<file path="config.mk">
export PLATFORM = sky130hd
export DESIGN_NAME = frac_nco
export DESIGN_NICKNAME = d
export VERILOG_FILES = /design/src/rtl/frac_nco_pkg.sv /design/src/rtl/nco_cfg_bank.sv /design/src/rtl/nco_frac_acc.sv /design/src/rtl/nco_phase_acc.sv /design/src/rtl/frac_nco.sv
export SDC_FILE = /design/constraint.sdc
export NUM_CORES = 1
export LEC_CHECK = 0
export ABC_CLOCK_PERIOD_IN_PS = 9200
export BUFFER_PORTS_ARGS = -buffer_cell sky130_fd_sc_hd__buf_2
export CORE_ASPECT_RATIO = 1.4
export CORE_MARGIN = 2
export CORE_UTILIZATION = 59
export CTS_CLUSTER_DIAMETER = 120
export DETAILED_ROUTE_END_ITERATION = 12
export GPL_ROUTABILITY_DRIVEN = 0
export PLACE_DENSITY = 0.81
export SLEW_MARGIN = 25
export SYNTH_ARGS = -nofsm -noshare
export SYNTH_HDL_FRONTEND = slang
export SYNTH_SLANG_ARGS = --single-unit
</file>
<file path="constraint.sdc">
create_clock -name clk -period 9.2 [get_ports clk]
set_input_delay 1.38 -clock clk [delete_from_list [all_inputs] [get_ports clk]]
set_output_delay 1.38 -clock clk [all_outputs]
set_load 0.02 [all_outputs]
</file>
<file path="src/rtl/frac_nco_pkg.sv">
package frac_nco_pkg;
  localparam int NCO_ACC_W  = 32;
  localparam int NCO_FRAC_W = 31;
  localparam int NCO_PH_W   = 16;
  localparam int NCO_AMP_W  = 12;

  typedef enum logic {
    UPD_KEEP  = 1'b0,
    UPD_CLEAR = 1'b1
  } upd_mode_e;
endpackage

</file>
<file path="src/rtl/nco_cfg_bank.sv">
module nco_cfg_bank #(
  parameter int ACC_W  = frac_nco_pkg::NCO_ACC_W,
  parameter int FRAC_W = frac_nco_pkg::NCO_FRAC_W,
  parameter int PH_W   = frac_nco_pkg::NCO_PH_W,
  parameter int AMP_W  = frac_nco_pkg::NCO_AMP_W
) (
  input  logic              clk,
  input  logic              rst_n,
  input  logic              upd_stb,
  input  logic              upd_autoclr,
  input  logic [ACC_W-1:0]  ftw_in,
  input  logic [FRAC_W-1:0] num_in,
  input  logic [FRAC_W:0]   mod_in,
  input  logic [PH_W-1:0]   ofs_in,
  input  logic [AMP_W-1:0]  amp_in,
  output logic [ACC_W-1:0]  ftw_act,
  output logic [FRAC_W-1:0] num_act,
  output logic [FRAC_W:0]   mod_act,
  output logic [PH_W-1:0]   ofs_act,
  output logic [AMP_W-1:0]  amp_act,
  output logic              upd_clear
);
  import frac_nco_pkg::*;

  localparam logic [FRAC_W:0] MOD_RST = {1'b1, {FRAC_W{1'b0}}};

  upd_mode_e mode_now;
  assign mode_now  = upd_mode_e'(upd_autoclr);
  assign upd_clear = upd_stb && (mode_now == UPD_CLEAR);

  always_ff @(posedge clk) begin
    if (!rst_n) begin
      ftw_act <= '0;
      num_act <= '0;
      mod_act <= MOD_RST;
      ofs_act <= '0;
      amp_act <= '0;
    end else if (upd_stb) begin
      ftw_act <= ftw_in;
      num_act <= num_in;
      mod_act <= mod_in;
      ofs_act <= ofs_in;
      amp_act <= amp_in;
    end
  end


  hold_cfg_chk: assert property (@(posedge clk) disable iff (!rst_n)
    !upd_stb |=> ($stable(ftw_act) && $stable(num_act) && $stable(mod_act)
                  && $stable(ofs_act) && $stable(amp_act)));
endmodule

</file>
<file path="src/rtl/nco_frac_acc.sv">
module nco_frac_acc #(
  parameter int FRAC_W = frac_nco_pkg::NCO_FRAC_W
) (
  input  logic              clk,
  input  logic              rst_n,
  input  logic              clr,
  input  logic [FRAC_W-1:0] num,
  input  logic [FRAC_W:0]   modulus,
  output logic              carry
);
  localparam int RES_W = FRAC_W + 1;

  // Returns {carry, next residue}
  function automatic logic [RES_W:0] frac_next(
    input logic [RES_W-1:0]  res,
    input logic [FRAC_W-1:0] a,
    input logic [RES_W-1:0]  b
  );
    logic [RES_W:0] sum;
    logic [RES_W:0] diff;
    sum  = {1'b0, res} + {2'b00, a};
    diff = sum - {1'b0, b};
    if ((b != '0) && (sum >= {1'b0, b}))
      return {1'b1, diff[RES_W-1:0]};
    else
      return {1'b0, sum[RES_W-1:0]};
  endfunction

  logic [RES_W-1:0] res_q;
  logic [RES_W:0]   step;

  assign step  = frac_next(res_q, num, modulus);
  assign carry = step[RES_W] && !clr;

  always_ff @(posedge clk) begin
    if (!rst_n || clr) res_q <= '0;
    else               res_q <= step[RES_W-1:0];
  end


  frac_range_chk: assert property (@(posedge clk) disable iff (!rst_n)
    (!clr && modulus != '0 && res_q < modulus && {1'b0, num} < modulus)
      |=> res_q < $past(modulus));

  frac_clear_chk: assert property (@(posedge clk) disable iff (!rst_n)
    clr |=> res_q == '0);

  no_carry_b0_chk: assert property (@(posedge clk) disable iff (!rst_n)
    (modulus == '0) |-> !carry);
endmodule

</file>
<file path="src/rtl/nco_phase_acc.sv">
module nco_phase_acc #(
  parameter int ACC_W = frac_nco_pkg::NCO_ACC_W,
  parameter int PH_W  = frac_nco_pkg::NCO_PH_W,
  parameter int AMP_W = frac_nco_pkg::NCO_AMP_W
) (
  input  logic             clk,
  input  logic             rst_n,
  input  logic             clr,
  input  logic [ACC_W-1:0] ftw,
  input  logic             carry,
  input  logic [PH_W-1:0]  ofs,
  input  logic [AMP_W-1:0] amp,
  output logic [PH_W-1:0]  phase_out,
  output logic [AMP_W-1:0] amp_out
);
  localparam int TOP_LO = ACC_W - PH_W;

  function automatic logic [PH_W-1:0] phase_of(
    input logic [ACC_W-1:0] acc,
    input logic [PH_W-1:0]  o
  );
    return acc[ACC_W-1:TOP_LO] + o;
  endfunction

  logic [ACC_W-1:0] acc_q;
  logic [PH_W-1:0]  phase_q;
  logic [AMP_W-1:0] amp_q;
  logic [ACC_W-1:0] carry_w;

  assign carry_w = {{(ACC_W-1){1'b0}}, carry};

  always_ff @(posedge clk) begin
    if (!rst_n) begin
      acc_q   <= '0;
      phase_q <= '0;
      amp_q   <= '0;
    end else begin
      acc_q   <= clr ? '0 : (acc_q + ftw + carry_w);
      phase_q <= phase_of(acc_q, ofs);
      amp_q   <= amp;
    end
  end

  assign phase_out = phase_q;
  assign amp_out   = amp_q;


  acc_clear_chk: assert property (@(posedge clk) disable iff (!rst_n)
    clr |=> acc_q == '0);

  plain_step_chk: assert property (@(posedge clk) disable iff (!rst_n)
    (!clr && !carry) |=> (acc_q - $past(acc_q)) == $past(ftw));
endmodule

</file>
<file path="src/rtl/frac_nco.sv">
module frac_nco #(
  parameter int ACC_W  = frac_nco_pkg::NCO_ACC_W,
  parameter int FRAC_W = frac_nco_pkg::NCO_FRAC_W,
  parameter int PH_W   = frac_nco_pkg::NCO_PH_W,
  parameter int AMP_W  = frac_nco_pkg::NCO_AMP_W
) (
  input  logic              clk,
  input  logic              rst_n,
  input  logic              upd_stb,
  input  logic              upd_autoclr,
  input  logic [ACC_W-1:0]  ftw_in,
  input  logic [FRAC_W-1:0] frac_num_in,
  input  logic [FRAC_W:0]   frac_mod_in,
  input  logic [PH_W-1:0]   phase_ofs_in,
  input  logic [AMP_W-1:0]  amp_in,
  output logic [PH_W-1:0]   phase_out,
  output logic [AMP_W-1:0]  amp_out
);
  logic [ACC_W-1:0]  ftw_act;
  logic [FRAC_W-1:0] num_act;
  logic [FRAC_W:0]   mod_act;
  logic [PH_W-1:0]   ofs_act;
  logic [AMP_W-1:0]  amp_act;
  logic              upd_clear;
  logic              frac_carry;

  nco_cfg_bank #(.ACC_W(ACC_W), .FRAC_W(FRAC_W), .PH_W(PH_W), .AMP_W(AMP_W)) u_cfg (
    .clk(clk), .rst_n(rst_n), .upd_stb(upd_stb), .upd_autoclr(upd_autoclr),
    .ftw_in(ftw_in), .num_in(frac_num_in), .mod_in(frac_mod_in),
    .ofs_in(phase_ofs_in), .amp_in(amp_in),
    .ftw_act(ftw_act), .num_act(num_act), .mod_act(mod_act),
    .ofs_act(ofs_act), .amp_act(amp_act), .upd_clear(upd_clear)
  );

  nco_frac_acc #(.FRAC_W(FRAC_W)) u_frac (
    .clk(clk), .rst_n(rst_n), .clr(upd_clear),
    .num(num_act), .modulus(mod_act), .carry(frac_carry)
  );

  nco_phase_acc #(.ACC_W(ACC_W), .PH_W(PH_W), .AMP_W(AMP_W)) u_phase (
    .clk(clk), .rst_n(rst_n), .clr(upd_clear), .ftw(ftw_act),
    .carry(frac_carry), .ofs(ofs_act), .amp(amp_act),
    .phase_out(phase_out), .amp_out(amp_out)
  );


  ofs_after_clear_chk: assert property (@(posedge clk) disable iff (!rst_n)
    (upd_stb && upd_autoclr) |-> ##2 (phase_out == $past(phase_ofs_in, 2)));

  amp_latency_chk: assert property (@(posedge clk) disable iff (!rst_n)
    upd_stb |-> ##2 (amp_out == $past(amp_in, 2)));
endmodule

</file>
==> flow_metrics.tcl <==
set metrics [dict create \
    period_needed_ns 7.83 \
    p_seq_share_pct 29.6 \
    cts_buffers 23 \
    ctsHoldBuffers 0 \
    antenna_found_initial 6 \
    power_density_nw_per_um2 266 \
    status "complete, no violations" \
    cts_setup_buffers 0 \
    cpPeakStageDelay_ns 0.58 \
    worstMarginPinSlew_ns 0.971 \
    nFillCells 1617 \
    synth_edf_count 0 \
    setup_tns_ns 0 \
    synthFlopType "dfxtp_1" \
    post_dp_cell_area_sq_um 13100 \
    dp_hpwl_mm 19.8 \
    drtAntennaViolNets 0 \
    highest_layer "met5" \
    cp-start-kind "flip-flop" \
    root_buffer "clkbuf_16" \
    ys_types 67 \
    cp-end-kind "flip-flop" \
    synth-async-reset-ratio_pct 0 \
    max-vdd-ir-drop_mv 0.167 \
    worst-setup-path-type "flip-flop to flip-flop" \
    grt_overflow_total 0 \
    crit_path_top_delay_cell "or4_4" \
    multiInputGateArea_sq_um 7460 \
    swShare_pct 36.6 \
    dr.pass1.iters 5 \
    syn_to_final_growth_pct 14.0 \
    routedWlPerCell_um 15.7 \
    wl_met2_mm 13.6 \
    finalPower_w 0.00370 \
    row_count 62 \
    fin_crit_sh_pct 85.1 \
    port-buffer-count 154 \
    first_global_vias 9933 \
    cts_tree "yes" \
    slew_viol_final 0 \
    routed_wl_mm 26.9 \
    clockBufferDepth 3 \
    max_freq_mhz 128 \
    routed_via_density 5.57 \
    final_common_cell "dfxtp_1" \
    slew_headroom_pct 35.3 \
    core_area_sq_um 20400 \
    dr_total_vias 9587 \
    drive_gt1_share_pct 14.7 \
    power.switching_w 0.00135 \
    clockPowerShare_pct 25.3 \
    die_h_um 174 \
    ys_ff_latch 215 \
    hold_path.class "flip-flop to flip-flop" \
    finalHoldViolations 0 \
    rsz0062_at_grt "false" \
    grt_max_degree 82 \
    chipWidth_um 125 \
    fin_nets 1683 \
    instances_no_fill 1720 \
    fin_util_pct 68.1 \
    crit_family "compound AO/OA/AOI/OAI gates" \
    grt_use_total_pct 24.5 \
    dp_cells 1675 \
    design_area_sq_um 13900 \
    yosysWarnings 0 \
    start_util_pct 59.8 \
    leakagePower_nw 6.75 \
    final_cell_mix "215 x dfxtp_1, 152 x buf_2, 147 x mux2i_1" \
    drv_cap 0 \
    syn_inst 1307 \
    met1Wirelength_mm 11.1 \
    cp.required_ns 9.58 \
    synthesis.nets 1546 \
    ys_seq_area_share_pct 35.3 \
    clk_latency_ns 0.51 \
    die_area_sq_um 21800 \
    pwr-share-comb_pct 45.1 \
    path_max_fanout 4 \
    critical_path_arrival_ns 8.21 \
    path_clk_slew_ns 0.06 \
    setup_viol_count_final 0 \
    synth_area_sq_um 12200 \
    final-seq-area_sq_um 4300 \
    htree_levels 1 \
    met3_length_mm 1.46 \
    clkSinkCount 215 \
    fin_skew_ns 0.00872 \
    post_cts_resized 0 \
    intPower_w 0.00235 \
    drc 0 \
    first_iter_violations 395 \
    avgSynthCellArea_sq_um 9.33 \
    grt_pass1_wl_mm 45.4 \
    path_buf_inv 0 \
    io_pins 155 \
]
## worst register-to-register path: cells and delay by family (launching register included)
kind,cells,cell delay [ns]
AO/OA/AOI/OAI,20,4.54
adder cells (fa/ha/maj),4,1.30
flip-flops,1,0.32
XOR/XNOR,1,0.16
AND/OR/NAND/NOR,7,1.36
## final cells by class
cell class / instances / share of cell area [%]
multi-input combinational: 987 / 53.6
sequential: 215 / 31.0
timing repair buffer: 159 / 5.88
clock buffer: 32 / 4.82
tap: 256 / 2.30
inverter: 58 / 1.57
clock inverter: 8 / 0.738
antenna: 5 / 0.0900
## power groups by stage
stage / clock (W) / combinational (W) / sequential, W
2_1_floorplan: 0 / 0.00135 / 0.00111
3_3_place_gp: 0 / 0.00162 / 0.00111
3_5_place_dp: 0 / 0.00165 / 0.00111
4_1_cts: 0.000959 / 0.00167 / 0.00109
5_1_grt: 0.000994 / 0.00185 / 0.00111
6_report: 0.000938 / 0.00167 / 0.00109
## worst paths after layout
check	cells past startpoint	startpoint	end	slack, ns
worst min register to register	1	u_cfg.amp_act[11]	u_phase.amp_out[11]	0.45
worst min-delay path	1	u_cfg.amp_act[11]	u_phase.amp_out[11]	0.45
worst max-delay path	32	u_cfg.num_act[0]	u_phase.acc_q[31]	1.37
worst max register to register	32	u_cfg.num_act[0]	u_phase.acc_q[31]	1.37
## flip-flops by register name, indices dropped and copies added (netlist names)
signal             flops
u_cfg.ftw_act         32
u_phase.amp_out       12
u_cfg.amp_act         12
u_cfg.num_act         31
u_cfg.ofs_act         16
u_cfg.mod_act         32
u_frac.res_q          32
u_phase.acc_q         32
u_phase.phase_out     16
## Yosys cell counts, types with 12 or more instances
cell type,number,area [sq um]
dfxtp_1,215,4300
mux2i_1,147,1470
nor2b_1,134,838
ha_1,108,1350
nor2_1,93,349
a21oi_1,75,375
inv_1,58,218
xnor2_1,51,447
a21o_1,43,323
o21ai_0,43,215
xor2_1,40,350
nand2_1,39,146
clkbuf_1,36,135
and2_1,32,200
nand3_1,21,105
nor3_1,16,80.1
o211ai_1,12,90.1
## through the flow
step                      hold slack, ns  setup WS [ns]
after detailed placement           0.445           1.49
after CTS                          0.460           1.44
after global routing               0.475          0.654
final                              0.455           1.37
after floorplan                    0.429           2.38
after global placement             0.433           1.76
## routing by layer
layer | up-vias | track usage, %
met2 | 229 | 45.3
li1 | 4850 | -
met5 | - | 0
met1 | 4437 | 27.8
met4 | 4 | 8.43
met3 | 67 | 4.80
## cell families (layout without fill, tap and decap cells)
logic type	count (synthesis)	in the layout	share of synthesized area (%)
other cells	0	5	0
buf+inv	105	257	3.55
flops	215	215	35.3
xor+xnor	91	91	6.54
mux	147	147	12.1
simple gates	391	391	17.2
compound gates	246	246	13.6
fa+ha+maj	112	112	11.7
Power figures use the tool's default switching activity.
